File: config.mk
export PLATFORM = sky130hd
export DESIGN_NAME = utlb_top
export DESIGN_NICKNAME = d
export VERILOG_FILES = /design/src/rtl/utlb_pkg.sv /design/src/rtl/utlb_entry.sv /design/src/rtl/utlb_victim.sv /design/src/rtl/utlb_resp.sv /design/src/rtl/utlb_top.sv
export SDC_FILE = /design/constraint.sdc
export NUM_CORES = 2
export LEC_CHECK = 0
export BUFFER_PORTS_ARGS = -buffer_cell sky130_fd_sc_hd__buf_2
export CORE_MARGIN = 4
export CORE_UTILIZATION = 54
export CTS_BUF_LIST = sky130_fd_sc_hd__clkbuf_8
export CTS_CLUSTER_DIAMETER = 40
export DETAILED_ROUTE_END_ITERATION = 10
export PLACE_DENSITY = 0.74
export SYNTH_ARGS = -nofsm -noshare
export SYNTH_HDL_FRONTEND = slang
export SYNTH_SLANG_ARGS = --single-unit
File: constraint.sdc
create_clock -name clk -period 9.48 [get_ports clk]
set_input_delay 2.844 -clock clk [delete_from_list [all_inputs] [get_ports clk]]
set_output_delay 2.844 -clock clk [all_outputs]
set_load 0.01 [all_outputs]
File: src/rtl/utlb_pkg.sv
package utlb_pkg;
  localparam int VA_W     = 48;
  localparam int PA_W     = 40;
  localparam int ASID_W   = 16;
  localparam int ASID_NW  = 8;
  localparam int VMID_W   = 16;
  localparam int ATTR_W   = 8;
  localparam int SMALL_SH = 12;
  localparam int LARGE_SH = 16;
  localparam int VPN_W    = VA_W - SMALL_SH;
  localparam int PPN_W    = PA_W - SMALL_SH;
  localparam int GRAN_D   = LARGE_SH - SMALL_SH;

  typedef struct packed {
    logic [VPN_W-1:0]  vpn;
    logic [PPN_W-1:0]  ppn;
    logic [ASID_W-1:0] asid;
    logic [VMID_W-1:0] vmid;
    logic              glob;
    logic              big;
    logic [ATTR_W-1:0] attr;
  } utlb_ent_t;

  // Page compare at the stored entry's own size.
  function automatic logic page_hit(input logic [VPN_W-1:0] stored,
                                    input logic big,
                                    input logic [VPN_W-1:0] probe);
    logic hi_eq;
    logic lo_eq;
    hi_eq = (stored[VPN_W-1:GRAN_D] == probe[VPN_W-1:GRAN_D]);
    lo_eq = (stored[GRAN_D-1:0] == probe[GRAN_D-1:0]);
    return hi_eq && (big || lo_eq);
  endfunction
endpackage

File: src/rtl/utlb_entry.sv
module utlb_entry
  import utlb_pkg::*;
(
  input  logic              clk,
  input  logic              rst_n,
  input  logic              wr_en,
  input  utlb_ent_t         wr_ent,
  input  logic [VPN_W-1:0]  lk_vpn,
  input  logic [ASID_W-1:0] lk_asid,
  input  logic [VMID_W-1:0] lk_vmid,
  input  logic              lk_wide,
  input  logic              inv_all,
  input  logic              inv_by_asid,
  input  logic              inv_by_vmid,
  input  logic              inv_by_va,
  input  logic [ASID_W-1:0] inv_asid,
  input  logic [VMID_W-1:0] inv_vmid,
  input  logic [VPN_W-1:0]  inv_vpn,
  output logic              valid_o,
  output logic              hit_o,
  output logic [PPN_W-1:0]  ppn_o,
  output logic              big_o,
  output logic [ATTR_W-1:0] attr_o
);
  logic      valid_q, valid_d;
  utlb_ent_t ent_q;
  logic      kill;
  logic      asid_ok;

  always_comb begin
    kill = inv_all
         | (inv_by_asid & ~ent_q.glob & (ent_q.asid == inv_asid))
         | (inv_by_vmid & (ent_q.vmid == inv_vmid))
         | (inv_by_va & page_hit(ent_q.vpn, ent_q.big, inv_vpn));
    if (wr_en) valid_d = 1'b1;
    else       valid_d = valid_q & ~kill;
  end

  always_ff @(posedge clk or negedge rst_n) begin
    if (!rst_n) valid_q <= 1'b0;
    else        valid_q <= valid_d;
  end

  always_ff @(posedge clk) begin
    if (wr_en) ent_q <= wr_ent;
  end

  always_comb begin
    if (lk_wide) asid_ok = (ent_q.asid == lk_asid);
    else         asid_ok = (ent_q.asid[ASID_NW-1:0] == lk_asid[ASID_NW-1:0]);
    hit_o = valid_q & page_hit(ent_q.vpn, ent_q.big, lk_vpn)
          & (ent_q.glob | asid_ok) & (ent_q.vmid == lk_vmid);
  end

  assign valid_o = valid_q;
  assign ppn_o   = ent_q.ppn;
  assign big_o   = ent_q.big;
  assign attr_o  = ent_q.attr;

  a_r9_fill_survives: assert property (@(posedge clk) disable iff (!rst_n)
    wr_en |=> valid_o);
  a_r10_global_kept: assert property (@(posedge clk) disable iff (!rst_n)
    (valid_o && ent_q.glob && inv_by_asid && !inv_all && !inv_by_vmid && !inv_by_va)
      |=> valid_o);
  a_r1_hit_needs_valid: assert property (@(posedge clk) disable iff (!rst_n)
    hit_o |-> valid_o);
endmodule

File: src/rtl/utlb_victim.sv
module utlb_victim #(
  parameter int N = 10
) (
  input  logic         clk,
  input  logic         rst_n,
  input  logic         fill_ok,
  input  logic [N-1:0] valid_vec,
  output logic [N-1:0] wr_en_o
);
  localparam int PTR_W = (N > 1) ? $clog2(N) : 1;
  localparam logic [PTR_W-1:0] LAST = PTR_W'(N - 1);

  logic [PTR_W-1:0] rr_q, rr_d, pick;
  logic             found, rr_en;
  logic [N-1:0]     one;

  always_comb begin
    pick  = rr_q;
    found = 1'b0;
    for (int i = N - 1; i >= 0; i--) begin
      if (!valid_vec[i]) begin
        pick  = PTR_W'(i);
        found = 1'b1;
      end
    end
    one     = {{(N-1){1'b0}}, 1'b1};
    wr_en_o = fill_ok ? (one << pick) : '0;
    rr_en   = fill_ok & ~found;
    rr_d    = (rr_q == LAST) ? '0 : rr_q + 1'b1;
  end

  always_ff @(posedge clk or negedge rst_n) begin
    if (!rst_n)     rr_q <= '0;
    else if (rr_en) rr_q <= rr_d;
  end

  a_r7_one_victim: assert property (@(posedge clk) disable iff (!rst_n)
    $onehot0(wr_en_o));
  a_r7_ptr_range: assert property (@(posedge clk) disable iff (!rst_n)
    rr_q <= LAST);
  a_r7_ptr_holds: assert property (@(posedge clk) disable iff (!rst_n)
    !(fill_ok && (&valid_vec)) |=> $stable(rr_q));
endmodule

File: src/rtl/utlb_resp.sv
module utlb_resp
  import utlb_pkg::*;
#(
  parameter int N = 10
) (
  input  logic                         clk,
  input  logic                         rst_n,
  input  logic                         lk_req,
  input  logic [LARGE_SH-1:0]          lk_off,
  input  logic [N-1:0]                 hit_vec,
  input  logic [N-1:0][PPN_W-1:0]      ppn_vec,
  input  logic [N-1:0]                 big_vec,
  input  logic [N-1:0][ATTR_W-1:0]     attr_vec,
  output logic                         rsp_valid,
  output logic                         rsp_hit,
  output logic [PA_W-1:0]              rsp_pa,
  output logic [ATTR_W-1:0]            rsp_attr,
  output logic                         rsp_multi
);
  localparam int SEL_W = (N > 1) ? $clog2(N) : 1;

  logic [SEL_W-1:0]  sel;
  logic              any, multi;
  logic [PA_W-1:0]   pa_d;
  logic [ATTR_W-1:0] attr_d;
  logic [PPN_W-1:0]  ppn_s;

  always_comb begin
    sel   = '0;
    any   = 1'b0;
    multi = 1'b0;
    for (int i = 0; i < N; i++) begin
      if (hit_vec[i]) begin
        if (any) multi = 1'b1;
        else     sel   = SEL_W'(i);
        any = 1'b1;
      end
    end
    ppn_s = ppn_vec[sel];
    if (!any)              pa_d = '0;
    else if (big_vec[sel]) pa_d = {ppn_s[PPN_W-1:GRAN_D], lk_off};
    else                   pa_d = {ppn_s, lk_off[SMALL_SH-1:0]};
    attr_d = any ? attr_vec[sel] : '0;
  end

  always_ff @(posedge clk or negedge rst_n) begin
    if (!rst_n) begin
      rsp_valid <= 1'b0;
      rsp_hit   <= 1'b0;
      rsp_multi <= 1'b0;
      rsp_pa    <= '0;
      rsp_attr  <= '0;
    end else begin
      rsp_valid <= lk_req;
      rsp_hit   <= lk_req & any;
      rsp_multi <= lk_req & multi;
      rsp_pa    <= lk_req ? pa_d : '0;
      rsp_attr  <= lk_req ? attr_d : '0;
    end
  end

  a_r1_rsp_after_req: assert property (@(posedge clk) disable iff (!rst_n)
    lk_req |=> rsp_valid);
  a_r1_no_rsp_idle: assert property (@(posedge clk) disable iff (!rst_n)
    !lk_req |=> !rsp_valid && !rsp_hit);
  a_r13_multi_is_hit: assert property (@(posedge clk) disable iff (!rst_n)
    rsp_multi |-> rsp_hit);
endmodule

File: src/rtl/utlb_top.sv
module utlb_top
  import utlb_pkg::*;
#(
  parameter int ENTRIES = 10
) (
  input  logic              clk,
  input  logic              rst_n,
  input  logic              lk_req,
  input  logic [VA_W-1:0]   lk_va,
  input  logic [ASID_W-1:0] lk_asid,
  input  logic [VMID_W-1:0] lk_vmid,
  input  logic              lk_wide,
  output logic              rsp_valid,
  output logic              rsp_hit,
  output logic [PA_W-1:0]   rsp_pa,
  output logic [ATTR_W-1:0] rsp_attr,
  output logic              rsp_multi,
  input  logic              fill_req,
  input  logic [VPN_W-1:0]  fill_vpn,
  input  logic [PPN_W-1:0]  fill_ppn,
  input  logic [ASID_W-1:0] fill_asid,
  input  logic [VMID_W-1:0] fill_vmid,
  input  logic              fill_glob,
  input  logic              fill_big,
  input  logic              fill_wide,
  input  logic [ATTR_W-1:0] fill_attr,
  output logic              fill_rej,
  input  logic              inv_all,
  input  logic              inv_by_asid,
  input  logic              inv_by_vmid,
  input  logic              inv_by_va,
  input  logic [ASID_W-1:0] inv_asid,
  input  logic [VMID_W-1:0] inv_vmid,
  input  logic [VPN_W-1:0]  inv_vpn
);
  logic                          fill_ok, rej_d;
  utlb_ent_t                     wr_ent;
  logic [ENTRIES-1:0]            valid_vec, hit_vec, big_vec, wr_en;
  logic [ENTRIES-1:0][PPN_W-1:0] ppn_vec;
  logic [ENTRIES-1:0][ATTR_W-1:0] attr_vec;
  logic [VPN_W-1:0]              lk_vpn;
  logic                          any_inv;

  always_comb begin
    fill_ok     = fill_req & ~(fill_big & ~fill_wide);
    rej_d       = fill_req & ~fill_ok;
    lk_vpn      = lk_va[VA_W-1:SMALL_SH];
    any_inv     = inv_all | inv_by_asid | inv_by_vmid | inv_by_va;
    wr_ent.vpn  = fill_vpn;
    wr_ent.ppn  = fill_ppn;
    wr_ent.asid = fill_asid;
    wr_ent.vmid = fill_vmid;
    wr_ent.glob = fill_glob;
    wr_ent.big  = fill_big;
    wr_ent.attr = fill_attr;
  end

  always_ff @(posedge clk or negedge rst_n) begin
    if (!rst_n) fill_rej <= 1'b0;
    else        fill_rej <= rej_d;
  end

  utlb_victim #(.N(ENTRIES)) u_victim (
    .clk       (clk),
    .rst_n     (rst_n),
    .fill_ok   (fill_ok),
    .valid_vec (valid_vec),
    .wr_en_o   (wr_en)
  );

  for (genvar g = 0; g < ENTRIES; g++) begin : g_ent
    utlb_entry u_ent (
      .clk         (clk),
      .rst_n       (rst_n),
      .wr_en       (wr_en[g]),
      .wr_ent      (wr_ent),
      .lk_vpn      (lk_vpn),
      .lk_asid     (lk_asid),
      .lk_vmid     (lk_vmid),
      .lk_wide     (lk_wide),
      .inv_all     (inv_all),
      .inv_by_asid (inv_by_asid),
      .inv_by_vmid (inv_by_vmid),
      .inv_by_va   (inv_by_va),
      .inv_asid    (inv_asid),
      .inv_vmid    (inv_vmid),
      .inv_vpn     (inv_vpn),
      .valid_o     (valid_vec[g]),
      .hit_o       (hit_vec[g]),
      .ppn_o       (ppn_vec[g]),
      .big_o       (big_vec[g]),
      .attr_o      (attr_vec[g])
    );
  end

  utlb_resp #(.N(ENTRIES)) u_resp (
    .clk       (clk),
    .rst_n     (rst_n),
    .lk_req    (lk_req),
    .lk_off    (lk_va[LARGE_SH-1:0]),
    .hit_vec   (hit_vec),
    .ppn_vec   (ppn_vec),
    .big_vec   (big_vec),
    .attr_vec  (attr_vec),
    .rsp_valid (rsp_valid),
    .rsp_hit   (rsp_hit),
    .rsp_pa    (rsp_pa),
    .rsp_attr  (rsp_attr),
    .rsp_multi (rsp_multi)
  );

  a_r6_reject_flag: assert property (@(posedge clk) disable iff (!rst_n)
    (fill_req && fill_big && !fill_wide) |=> fill_rej);
  a_r6_reject_no_write: assert property (@(posedge clk) disable iff (!rst_n)
    (fill_req && fill_big && !fill_wide && !any_inv) |=> valid_vec == $past(valid_vec));
  a_r9_clear_all: assert property (@(posedge clk) disable iff (!rst_n)
    (inv_all && !fill_req) |=> valid_vec == '0);
  a_r6_accept_no_flag: assert property (@(posedge clk) disable iff (!rst_n)
    (fill_req && !(fill_big && !fill_wide)) |=> !fill_rej);
endmodule

# After elaboration in Yosys (flattened, before gate mapping)
# Cells that the tools add are included.
# classes
add_sub_neg	1
magnitude_cmp	1
n_eq_ne	91
shift	1
mux	99
bitwise	150
reduce_logical	40
# ops
operator	n
$eq A16 B16 Y1	40
$eq A32 B32 Y1	20
$bmux W28 S4	1
$mux W4	28
$and A1 B1 Y1	86
$eq A4 B4 Y1	20
$eq A8 B8 Y1	10
$mux W40	2
$mux W1	60
$or A1 B1 Y1	40
$bmux W8 S4	1
$mux W28	1
$mux W8	3
$not A1 Y1	24
$logic_and A1 B1 Y1	20
$logic_or A1 B1 Y1	20
$mux W16	1
$mux W10	1
$shl A1 B4 Y10 const A	1
$lt A4 B5 Y1 const B	1
$add A4 B1 Y4 const B	1
$bmux W1 S4	1
$eq A4 B4 Y1 const B	1
# word_totals
register_bits	1126
in_bits	264
output_inout_bits	52
wordCells	470

# Logic depth before layout (Yosys ltp)
# logic_depth
word_depth	30
ltp_mapped	16

# Hierarchy
# From an unflattened synthesis, not the netlist that was laid out.
# unflattened
cells_unflattened	4212
hier_area_um2	55867.3
# by_module_without_submodules
module	n_inst	cells_per_inst	area_per_inst_um2	seq_area_each_um2
utlb_entry	10	343	5031.1	3208.1
utlb_resp	1	721	5071.1	1276.2
utlb_victim	1	57	442.9	100.1
utlb_top	1	4	42.5	25.0

# Worst setup path before layout
# Ideal clock, no wire load.
# synth_timing
kind	input to register
startpoint	input fill_wide
endpoint	register g_ent[6].u_ent.ent_q, in the netlist g_ent[6].u_ent.attr_o[0] (enable)
setup_ps	572
t_arrival_ps	7917
setup_slack_ps	991
cell_stages	4
path_cell_list	nand2b_1 > nand3_1 > or3_1 > nor2_1
# synth_between
elab_chain_cells	5
# synth_rtl
item	line	source
start: declaration	utlb_top.sv:25	input logic fill_wide,
$not A1 Y1	utlb_top.sv:45	fill_ok = fill_req & ~(fill_big & ~fill_wide);
$and A1 B1 Y1	utlb_top.sv:45	
$not A1 Y1	utlb_top.sv:45	
$and A1 B1 Y1	utlb_top.sv:45	
$mux W10	utlb_victim.sv:27	wr_en_o = fill_ok ? (one << pick) : '0;
via g_ent[6].u_ent.wr_en	utlb_entry.sv:6	input logic wr_en,
end signal: assignment	utlb_entry.sv:45	if (wr_en) ent_q <= wr_ent;
end: declaration	utlb_entry.sv:26	utlb_ent_t ent_q;
# The timed path passes the listed nets, and every way through them passes these cells.
# A chain may end at the register's enable or synchronous reset.

# Final worst setup path
# layout_timing
startpoint	input lk_va[31]
endpoint	register u_resp.rsp_attr[7]
# layout_between
elab_chain_cells	28
# layout_rtl
item	line	source
start: declaration	utlb_top.sv:9	input logic [VA_W-1:0] lk_va,
$eq A32 B32 Y1	utlb_pkg.sv:30	hi_eq = (stored[VPN_W-1:GRAN_D] == probe[VPN_W-1:GRAN_D]);
$logic_and A1 B1 Y1	utlb_pkg.sv:32	return hi_eq && (big || lo_eq);
$and A1 B1 Y1	utlb_entry.sv:51	hit_o = valid_q & page_hit(ent_q.vpn, ent_q.big, lk_vpn)
$and A1 B1 Y1 (2 in series)	utlb_entry.sv:52	& (ent_q.glob | asid_ok) & (ent_q.vmid == lk_vmid);
$mux W1	utlb_resp.sv:33	if (hit_vec[i]) begin
$mux W1	utlb_resp.sv:34	if (any) multi = 1'b1;
$mux W4	utlb_resp.sv:33	
$mux W4	utlb_resp.sv:34	
[... 11 more ...]	-	
$mux W4	utlb_resp.sv:34	
$mux W4	utlb_resp.sv:33	
$mux W4	utlb_resp.sv:34	
$mux W4	utlb_resp.sv:33	
$bmux W8 S4	utlb_resp.sv:43	attr_d = any ? attr_vec[sel] : '0;
$mux W8 (not written as such)	utlb_resp.sv:43	
$mux W8 (*)	utlb_resp.sv:43	
$mux W8 (*)	utlb_resp.sv:58	rsp_attr <= lk_req ? attr_d : '0;
end signal: assignment	utlb_resp.sv:58	
end: declaration	utlb_resp.sv:17	output logic [ATTR_W-1:0] rsp_attr,
# Mark *: on every way between the ends. The rest lies on a longest branch, timed or not. The select of a mux whose other input is x is not followed.

==> reports/results.ini <==
[run_status]
status=complete, but fails checks
failed_checks=max-capacitance violations, max-slew violations

[global_route]
grt_util_all_layers=0.4544
grt_overflow=0
antenna_found_initial=28
grt_pass1_wl_mm=329.9
grt_pass1_vias=39080
grt_max_degree=80

[synth]
syn_inst=4095
synth-main-ff-cell=edfxtp_1
synth_edf_count=1060
seq_area_frac_synth=0.6015
yosysUniqueCellTypes=84
synth_fp_nets=4359
async_flop_share=0.05861
mappedNetlistArea_um2=55660
ys_warn_count=0
syn_avg_cell_area_um2=13.59
synth.ff_latch_count=1126

[critical_path]
end_kind=register
worst_ep_required_time_ns=10.25
crit_path_start_kind=primary input
r2r_cells=11
cpPeakStageDelay_ns=1.18
timing.rr.start=g_ent[6].u_ent.ent_q[89]
crit_type=primary input to register
endpoint=u_resp.rsp_attr[7]
worstPathArrival_ns=8.28
worstReg2RegEnd=u_resp.rsp_attr[7]
critical_path.cell_chain=buf_2 -> xnor2_1 -> nand3_1 -> nor3_1 -> and4_1 -> o211ai_1 -> o2111ai_1 -> a31oi_4 -> buf_4 -> a211oi_2 -> a211oi_1 -> o31a_1
crit_slowest_cell=xnor2_1
r2r_slack_ns=3.79
cp_max_fo=44
crit_start=lk_va[31]

[cells_and_area]
fin_util=0.6143
layout_common_cells=edfxtp_1, xnor2_1, xor2_1
drive_gt1_frac=0.1570
area_growth_pct=12.61
fillers=8020
final_nets=4752
final_area_um2=62680
regArea_um2=33480
multi_input_area_um2=21300
final_common_cell=edfxtp_1

[clock_network]
cts_setup_buffers=0
cts_hold_buf=0
clockBufferDepth=3
ctsResizeCount=0
cts_inserted_buffers=193
clk_pin_slew_ns=0.07
cts.sinks=1126
cts_max_level=4
insertion_delay_ns=0.90
cts_tree=yes
ctsRootBufferMaster=clkbuf_8

[detailed_routing]
drc=0
wl_per_cell_um=40.97
dr.pass1.iters=8
finalWirelength_mm=247.5
postRouteAntennaNets=0
drt_iter0_markers=6121
vias=40190
viasPerCell=6.654

[sta]
fin_crit_sh=0.7917
drv_slew=3
finalHoldViolCount=0
skew_ns=0.05343
max_slew.worst_pin.slew_ns=1.506
rsz0062_at_grt=false
min_period_ns=7.505
max-slew-margin-rel=-0.01093
setup_tns_ns=0
fmax_mhz=133.2
setup_viol=0

[flow_run]
drv_cap=2

[floorplanning]
row_count=117
die_h_um=329.1
ios=316
die_x_um=329.1
die_area_um2=108300
start_util=0.5455
core_area_um2=102000

[placement]
gp_congestion=1.086
placed_area_um2=58730
numPortBuffers=315
hpwl_mm=172.9

[pwr]
p_leak_nw=21.17
powerDensity_nw_per_um2=181.2
max-vdd-ir-drop_mv=0.1780

[worst_hold_path]
min_path_cells=1
hp-class=register to register

==> per-layer routing <==
layer / part of all wire / GRT usage / up-vias / wire, um
met3: 0.13 / 0.1589 / 844 / 31160
met2: 0.44 / 0.6834 / 3175 / 109600
met4: 0.094 / 0.3419 / 12 / 23380
met5: 0.00028 / 0.01242 / - / 70
li1: - / - / 16070 / -
met1: 0.34 / 0.5383 / 20090 / 83300
==> power breakdown <==
group	switching [mW]	internal (mW)
logic	0.923	0.328
registers	0.0981	5.60
clock network	2.14	2.27
total	3.16	8.20
==> per-stage QoR <==
step / total power [mW] / instances / hold WS [ns] / setup WS (ns)
5_1_grt: 11.62 / 6023 / 0.5181 / 1.978
6_report: 11.36 / 6040 / 0.5030 / 1.975
3_5_place_dp: 6.967 / 5659 / 0.4889 / 1.656
2_1_floorplan: 6.371 / 4095 / 0.4497 / 0.9908
3_3_place_gp: 6.972 / 5659 / 0.4847 / 1.666
4_1_cts: 11.29 / 6017 / 0.4998 / 2.605
==> flip-flops by register name, summed over array words and instances (netlist names) <==
signal,count
g_ent.u_ent.attr_o,80
u_resp.rsp_hit,1
u_resp.rsp_valid,1
g_ent.u_ent.big_o,10
u_resp.rsp_attr,8
fill_rej,1
g_ent.u_ent.ent_q,690
u_resp.rsp_pa,40
u_resp.rsp_multi,1
u_victim.rr_q,4
g_ent.u_ent.valid_o,10
g_ent.u_ent.ppn_o,280
==> cells in the mapped netlist (18+ instances only) <==
library cell  instances  area, um^2
and2_1               23       143.9
nand2b_1            110       688.2
nand2_1              57       214.0
a211oi_1             32       240.2
nor2_1               85       319.1
nor4_1              187        1170
clkbuf_1             94       352.8
nor3_1               72       360.4
dfrtp_1              66        1652
xor2_1              632        5535
nand3_1              62       310.3
buf_4                18       135.1
o2111ai_1            26       227.7
o22ai_1              36       225.2
edfxtp_1           1060       31830
o21ai_0              59       295.3
xnor2_1             670        5868
nand4_1             270        1689
inv_1                34       127.6
mux2i_1             181        1812
buf_2                64       320.3
nand4b_1             18       157.7
==> how the worst min path moves through the flow <==
stage | end | slack (ns) | start
2_1_floorplan | u_victim.rr_q[0] | 0.45 | u_victim.rr_q[0]
3_3_place_gp | u_victim.rr_q[0] | 0.48 | u_victim.rr_q[0]
3_5_place_dp | u_victim.rr_q[0] | 0.49 | u_victim.rr_q[0]
4_1_cts | u_victim.rr_q[0] | 0.50 | u_victim.rr_q[0]
5_1_grt | u_victim.rr_q[0] | 0.52 | u_victim.rr_q[0]
6_report | u_victim.rr_q[0] | 0.50 | u_victim.rr_q[0]
==> kinds of logic after synthesis <==
group / after synthesis / share of synthesized area
buffers and inverters: 226 / 0.01924
adder cells (fa/ha/maj): 1 / 0.0001798
AND/OR/NAND/NOR: 985 / 0.1053
multiplexers: 187 / 0.03376
AO/OA/AOI/OAI: 266 / 0.03459
flip-flops: 1126 / 0.6015
XOR/XNOR: 1304 / 0.2054
==> worst max-delay path: cells and delay by family <==
kind	cells	cell delay [ns]
simple gates	3	1.76
xor+xnor	1	1.18
buf+inv	2	0.70
compound gates	6	1.72
==> layout make-up <==
class                           count  area share
Multi-Input combinational cell   2743      0.3398
Timing Repair Buffer              389     0.03469
Sequential cell                  1126      0.5342
Inverter                           35    0.002096
Clock inverter                    146     0.01457
Clock buffer                      212     0.04655
Antenna cell                       21   0.0008384
Tap cell                         1368     0.02731
(Power assumes the default switching activity.)
